[config.mk]
export PLATFORM = sky130hd
export DESIGN_NAME = bscan_chain
export DESIGN_NICKNAME = d
export VERILOG_FILES = /design/src/rtl/bsc_pkg.sv /design/src/rtl/bsc_capture_stage.sv /design/src/rtl/bsc_update_stage.sv /design/src/rtl/bsc_cell.sv /design/src/rtl/bscan_chain.sv
export SDC_FILE = /design/constraint.sdc
export NUM_CORES = 1
export LEC_CHECK = 0
export BUFFER_PORTS_ARGS = -buffer_cell sky130_fd_sc_hd__clkbuf_2
export CAP_MARGIN = 20
export CORE_UTILIZATION = 44
export DETAILED_ROUTE_END_ITERATION = 8
export GPL_TIMING_DRIVEN = 0
export PLACE_DENSITY = 0.82
export SLEW_MARGIN = 20
export SYNTH_ARGS = -nofsm -noshare
export SYNTH_HDL_FRONTEND = slang
export SYNTH_SLANG_ARGS = --single-unit
export TNS_END_PERCENT = 100
[constraint.sdc]
create_clock -name tck -period 0.9 [get_ports tck]
set_clock_uncertainty 0.2 [all_clocks]
set_input_delay 0.045 -clock tck [delete_from_list [all_inputs] [get_ports tck]]
set_output_delay 0.045 -clock tck [all_outputs]
set_load 0.05 [all_outputs]
[src/rtl/bsc_pkg.sv]
package bsc_pkg;

    // Shared control bundle delivered to every cell of the chain
    typedef struct packed {
        logic shift_sel;
        logic cap_en;
        logic upd_en;
        logic test_mode;
    } bsc_ctrl_t;

    // Selects the value the capture stage loads
    function automatic logic capture_src(input logic sel, input logic serial_bit,
                                         input logic pad_bit);
        return sel ? serial_bit : pad_bit;
    endfunction

    // Selects what the core side sees
    function automatic logic core_src(input logic test_sel, input logic held_bit,
                                      input logic pad_bit);
        return test_sel ? held_bit : pad_bit;
    endfunction

endpackage

[src/rtl/bsc_capture_stage.sv]
module bsc_capture_stage
    import bsc_pkg::*;
(
    input  logic      tck,
    input  logic      rst,
    input  bsc_ctrl_t ctrl,
    input  logic      pad_bit,
    input  logic      serial_bit,
    output logic      q
);

    always_ff @(posedge tck) begin
        if (rst) begin
            q <= 1'b0;
        end else if (ctrl.cap_en) begin
            q <= capture_src(ctrl.shift_sel, serial_bit, pad_bit);
        end
    end

endmodule

[src/rtl/bsc_update_stage.sv]
module bsc_update_stage
    import bsc_pkg::*;
(
    input  logic      tck,
    input  logic      rst,
    input  bsc_ctrl_t ctrl,
    input  logic      d,
    output logic      q
);

    // Falling-edge stage keeps the pin value steady while the rising-edge path shifts
    always_ff @(negedge tck) begin
        if (rst) begin
            q <= 1'b0;
        end else if (ctrl.upd_en) begin
            q <= d;
        end
    end

endmodule

[src/rtl/bsc_cell.sv]
module bsc_cell
    import bsc_pkg::*;
(
    input  logic      tck,
    input  logic      rst,
    input  bsc_ctrl_t ctrl,
    input  logic      pad_bit,
    input  logic      serial_in,
    output logic      serial_out,
    output logic      hold_bit,
    output logic      core_bit
);

    logic cap_q;

    bsc_capture_stage u_cap (
        .tck        (tck),
        .rst        (rst),
        .ctrl       (ctrl),
        .pad_bit    (pad_bit),
        .serial_bit (serial_in),
        .q          (cap_q)
    );

    bsc_update_stage u_upd (
        .tck  (tck),
        .rst  (rst),
        .ctrl (ctrl),
        .d    (cap_q),
        .q    (hold_bit)
    );

    assign serial_out = cap_q;

    always_comb begin
        core_bit = core_src(ctrl.test_mode, hold_bit, pad_bit);
    end

endmodule

[src/rtl/bscan_chain.sv]
module bscan_chain
    import bsc_pkg::*;
#(
    parameter int N = 8
) (
    input  logic         tck,
    input  logic         rst,
    input  logic         shift_sel,
    input  logic         cap_en,
    input  logic         upd_en,
    input  logic         test_mode,
    input  logic [N-1:0] pad_in,
    input  logic         scan_in,
    output logic [N-1:0] core_out,
    output logic         scan_out
);

    localparam int LINKS = N + 1;

    bsc_ctrl_t        ctrl;
    logic [LINKS-1:0] link;
    logic [N-1:0]     stage_q;
    logic [N-1:0]     hold_q;

    always_comb begin
        ctrl.shift_sel = shift_sel;
        ctrl.cap_en    = cap_en;
        ctrl.upd_en    = upd_en;
        ctrl.test_mode = test_mode;
    end

    assign link[0] = scan_in;

    for (genvar i = 0; i < N; i++) begin : g_cell
        bsc_cell u_cell (
            .tck        (tck),
            .rst        (rst),
            .ctrl       (ctrl),
            .pad_bit    (pad_in[i]),
            .serial_in  (link[i]),
            .serial_out (link[i+1]),
            .hold_bit   (hold_q[i]),
            .core_bit   (core_out[i])
        );
        assign stage_q[i] = link[i+1];
    end

    assign scan_out = link[N];

endmodule

==> results of run 1 <==
==> worst max-delay path by stage <==
stage                                   from     endpoint  slack, ns  cells after the start
CTS                 g_cell[0].u_cell.u_upd.q  core_out[0]      -0.89                      2
global placement    g_cell[0].u_cell.u_upd.q  core_out[0]      -0.68                      3
detailed placement  g_cell[0].u_cell.u_upd.q  core_out[0]      -0.68                      3
finish              g_cell[4].u_cell.u_upd.q  core_out[4]      -0.90                      2
floorplan           g_cell[0].u_cell.u_upd.q  core_out[0]      -0.49                      2
global route        g_cell[0].u_cell.u_upd.q  core_out[0]      -0.94                      2
==> area by class of cell <==
type	count	area, um^2
Clock buffer	4	26.3
Clock inverter	8	30.0
Buffer	7	52.6
Timing Repair Buffer	26	360
Multi-Input combinational cell	48	452
Fill cell	120	432
Tap cell	25	31.3
Sequential cell	16	343
==> what timing repair did <==
item,in CTS,in global routing
endpoints found under the hold margin,8,8
gates resized for setup,50,18
setup buffers,7,6
endpoints found under the setup margin,25,25
pin swaps,8,5
==> registers in the layout (all words and copies together) (netlist names) <==
name                   flops
g_cell.u_cell.u_upd.q      8
g_cell.u_cell.u_cap.q      8
==> stage by stage <==
stage	setup WS, ns	util	hold slack, ns	setup TNS [ns]
after global routing	-0.935	0.750	-0.170	-11.61
after global placement	-0.680	0.592	0.112	-8.56
after detailed placement	-0.685	0.592	0.115	-8.87
final	-0.897	0.750	-0.176	-10.88
after floorplan	-0.486	-	0.0674	-6.56
after CTS	-0.892	0.717	-0.203	-10.38
==> synthesized netlist by cell type <==
cell	number
buf_2	4
mux2i_1	16
nor2_1	16
a211oi_1	8
inv_1	1
dfxtp_1	16
mux2_2	8
buf_4	9
buf_6	2
==> metal layers <==
layer | track usage | share of wire | up-vias
li1 | - | - | 325
met1 | 0.253 | 0.42 | 308
met2 | 0.306 | 0.52 | 24
met3 | 0.0240 | 0.041 | 5
met4 | 0.0909 | 0.021 | 0
met5 | 0 | 0 | -
==> cell families after synthesis <==
family | count (synthesis)
compound gates | 8
buf+inv | 16
flops | 16
mux | 24
simple gates | 16
==> report_power, final <==
group | total, mW | internal, mW | switching, mW
Clock | 0.552 | 0.219 | 0.333
Sequential | 0.786 | 0.758 | 0.0279
Combinational | 0.575 | 0.309 | 0.266
Total | 1.91 | 1.29 | 0.627
==> impl_metrics.tcl, run 1 <==
set metrics [dict create \
    status "finished, violations left" \
    violations "hold timing, setup timing" \
    rsz0062_at_grt "yes" \
    synth-adder-area-share 0 \
    crit_family "flip-flops" \
    holdWs_ns -0.176 \
    synth_cell_type_count 9 \
    detail_route.wirelength_um 1920 \
    antenna_left 0 \
    cp_num_buf_inv 1 \
    clockBufferDepth 2 \
    synth_xor_area_frac 0 \
    place.gp.congestion 0.709 \
    yosys_warnings 0 \
    drtIter0Drc 8 \
    dieArea_um2 2000 \
    clk_latency_ns 0.29 \
    via_per_inst 4.94 \
    grt_pass1_wl_um 2710 \
    cts_made_buffers 3 \
    design_area_um2 1290 \
    worst-setup-path-type "register to output port" \
    track_usage 0.190 \
    end_kind "output port" \
    finalNonFillerCells 134 \
    drc 0 \
    grt_pass1_vias 586 \
    leakagePower_nw 0.617 \
    drive_gt1_frac 0.651 \
    yosysTopAreaCell "dfxtp_1" \
    maxSlewViolCount 0 \
    hold_depth 2 \
    yosys-top-cells-area "dfxtp_1 40%, mux2i_1 20%, mux2_2 11%, buf_4 8.4%, a211oi_1 7.5%" \
    synth-seq-area-share 0.398 \
    r2r-start "g_cell[4].u_cell.u_cap.q" \
    vdd_drop_max_mv 0.951 \
    fp-row-count 15 \
    grt_max_degree 11 \
    placed_cell_area_um2 1020 \
    avgSynthCellArea_um2 10.1 \
    htree_levels 1 \
    powerDensity_nw_per_um2 1480 \
    layout_common_cells "15 x dfxtp_2, 13 x mux2i_1, 12 x nor2_1" \
    yosysTopAreaCellShare 0.398 \
    path_clk_slew_ns 0.09 \
    cts_tree "done" \
    path_max_fanout 2 \
    crit_path_cell_trace "mux2_4 > clkbuf_16" \
    clock-sinks 16 \
    fp.dieH_um 44.8 \
    numPortBuffers 18 \
    syn_area_um2 805 \
    cts_root_buf "clkbuf_4" \
    area_delta_synth_final_pct 61.0 \
    setup_violations 24 \
    fin_nets 125 \
    dpl.cell_count 123 \
    core_area_um2 1730 \
    final_common_cell "dfxtp_2" \
    grt_remaining_overflow 0 \
    start_util 0.466 \
    cap_violations 0 \
    rr_worst_depth 2 \
    critical-path-max-stage-delay_ns 0.31 \
    hold_start "rst" \
    min_path_type "primary input to register" \
    worstPathArrival_ns 1.55 \
    crit_required_ns 0.65 \
    worstReg2RegEnd "g_cell[4].u_cell.u_upd.q" \
    synth_top_family_by_area "multiplexers" \
    syn_inst 80 \
    ys_ff_latch 16 \
    wire_per_inst_um 14.3 \
    synth_compound_area_frac 0.0747 \
    relSlewSlack 0.813 \
    drt_pre_antenna_iters 4 \
    p_total_mw 1.91 \
    critPathLaunchType "register" \
    min_to "g_cell[3].u_cell.u_cap.q" \
    muxShareOfSynthArea 0.311 \
    fp.dieW_um 44.8 \
    via_count 662 \
    cp_slowest_cell "dfxtp_2" \
    hpwlAfterDp_um 1100 \
    ios 24 \
    synth-simple-area-share 0.0747 \
    diodes 0 \
    rrSetupSlack_ns -0.36 \
    hold_viol 8 \
    syn-num-nets 95 \
    antenna_found_initial 0 \
    timing.final.ws_setup_ns -0.897 \
    worstMarginPinSlew_ns 0.280 \
]
Note: power is estimated with default switching activity, not from simulation.
==> run 2: changes to the inputs <==
CORE_UTILIZATION = 45   (was 44)
PLACE_DENSITY = 0.8   (was 0.82)
clock period = 1.7 ns   (was 0.9 ns; I/O delays follow)
==> run 2 against run 1 <==
The flow finishes with violations (setup timing). Worst setup slack gained 0.34 ns. Final cell count up 3.0%. Via count increased by 1.1%. Combinational power fell by 51%. Sequential share of layout area is 0.24 points lower. Final area fell by 2.4%. Die area shrank 2.1%. Sequential cell count did not move. Critical path depth is the same. Global-route usage is 3.8 points higher. Critical path type unchanged.
==> impl_metrics.tcl, run 2 (synthesis results as in run 1) <==
set metrics [dict create \
    status "finished, violations left" \
    violations "setup timing" \
    maxSlewViolCount 0 \
    fin_util 0.793 \
    setup_violations 8 \
    worstReg2RegEnd "g_cell[6].u_cell.u_upd.q" \
    hpwlAfterDp_um 1150 \
    cts_tree "done" \
    dr.max_layer_used "met4" \
    wl_met1_um 881 \
    min_to "g_cell[3].u_cell.u_cap.q" \
    min_path_type "primary input to register" \
    via_per_inst 4.85 \
    r2r-start "g_cell[6].u_cell.u_cap.q" \
    start_util 0.505 \
    worstPathArrival_ns 1.97 \
    drtIter0Drc 15 \
    fp-row-count 14 \
    wl_met3_um 54 \
    drt_pre_antenna_iters 4 \
    detail_route.wirelength_um 1960 \
    multi_input_area_um2 405 \
    diodes 0 \
    fillers 99 \
    worst-setup-path-type "register to output port" \
    numPortBuffers 18 \
    post_cts_buffers 0 \
    rr_worst_depth 2 \
    via_count 669 \
    timing.final.ws_setup_ns -0.555 \
    antenna_left 0 \
    clockBufferDepth 2 \
    grt_max_degree 11 \
    fin_nets 130 \
    rsz0062_at_grt "yes" \
    seq_area_um2 332 \
    area_delta_synth_final_pct 57.1 \
    end_kind "output port" \
    clock-sinks 16 \
    leakagePower_nw 0.617 \
    fp.dieW_um 44.3 \
    cap_violations 0 \
    antenna_found_initial 0 \
    wire_per_inst_um 14.2 \
    met2_length_um 1020 \
    design_area_um2 1260 \
    vdd_drop_max_mv 0.660 \
    drc 0 \
    path_max_fanout 2 \
    grt_pass1_vias 690 \
    fp.dieH_um 44.3 \
    hold_start "shift_sel" \
    dieArea_um2 1960 \
    hold_depth 3 \
    path_clk_slew_ns 0.10 \
    cts_root_buf "clkbuf_4" \
    grt_remaining_overflow 0 \
    rrSetupSlack_ns 0.05 \
    worstMarginPinSlew_ns 0.284 \
    clk_latency_ns 0.29 \
    drive_gt1_frac 0.412 \
    reg_top3 "g_cell.u_cell.u_cap.q x8, g_cell.u_cell.u_upd.q x8" \
    place.gp.congestion 0.696 \
    track_usage 0.228 \
    critPathLaunchType "register" \
    cts_made_buffers 3 \
    htree_levels 1 \
    placed_cell_area_um2 1020 \
    p_total_mw 1.03 \
    ios 24 \
    hold_viol 0 \
    layout_common_cells "16 x mux2i_1, 16 x nor2_1, 13 x dlygate4sd3_1" \
    powerDensity_nw_per_um2 813 \
    relSlewSlack 0.810 \
    core_area_um2 1590 \
    crit_required_ns 1.41 \
    place_ws_ns -0.332 \
    grt_pass1_wl_um 3220 \
]
run 2: metal layers:
metal,vias up,global-route usage
met5,-,0
met4,0,0.0667
met3,2,0.0408
met2,18,0.388
met1,314,0.293
li1,335,-
run 2: worst max-delay path, cell delays in order, from the launching register on:
cell and delay (ns):
dfxtp_2 0.32, mux2_4 0.26, clkbuf_16 0.17
run 2: where the power goes:
group,leakage (nW),switching [mW],internal [mW],total (mW)
logic,0.418,0.130,0.149,0.279
clock network,0.0636,0.179,0.155,0.334
registers,0.135,0.0153,0.400,0.415
total,0.617,0.324,0.704,1.03
run 2: area by class of cell:
| class | count | share of cell area |
|---|---|---|
| well taps | 24 | 0.0238 |
| clock inverters | 8 | 0.0238 |
| repair buffers | 31 | 0.301 |
| clock buffers | 4 | 0.0287 |
| multi-input cells | 48 | 0.321 |
| flip-flops and latches | 16 | 0.262 |
| plain buffers | 7 | 0.0396 |
run 2: timing repair:
action | CTS | global route
resized for setup | 32 | 1
hold endpoints to repair | 8 | 1
hold buffers | 13 | 1
setup endpoints to repair | 8 | 10
run 2: metrics by stage:
step	instances	TNS, ns	hold WS [ns]
4_1_cts	138	-4.19	0.00816
2_1_floorplan	80	-1.09	0.111
6_report	138	-4.22	0.00472
3_5_place_dp	122	-3.08	0.156
5_1_grt	138	-4.50	0.0224
3_3_place_gp	122	-2.98	0.150
run 2: how the worst max path moves through the flow:
| stage | start | endpoint | cells after the start |
|---|---|---|---|
| after global routing | g_cell[4].u_cell.u_upd.q | core_out[4] | 2 |
| after CTS | g_cell[7].u_cell.u_upd.q | core_out[7] | 2 |
| after detailed placement | g_cell[4].u_cell.u_upd.q | core_out[4] | 3 |
| after global placement | g_cell[6].u_cell.u_upd.q | core_out[6] | 3 |
| after floorplan | g_cell[0].u_cell.u_upd.q | core_out[0] | 2 |
| final | g_cell[4].u_cell.u_upd.q | core_out[4] | 2 |
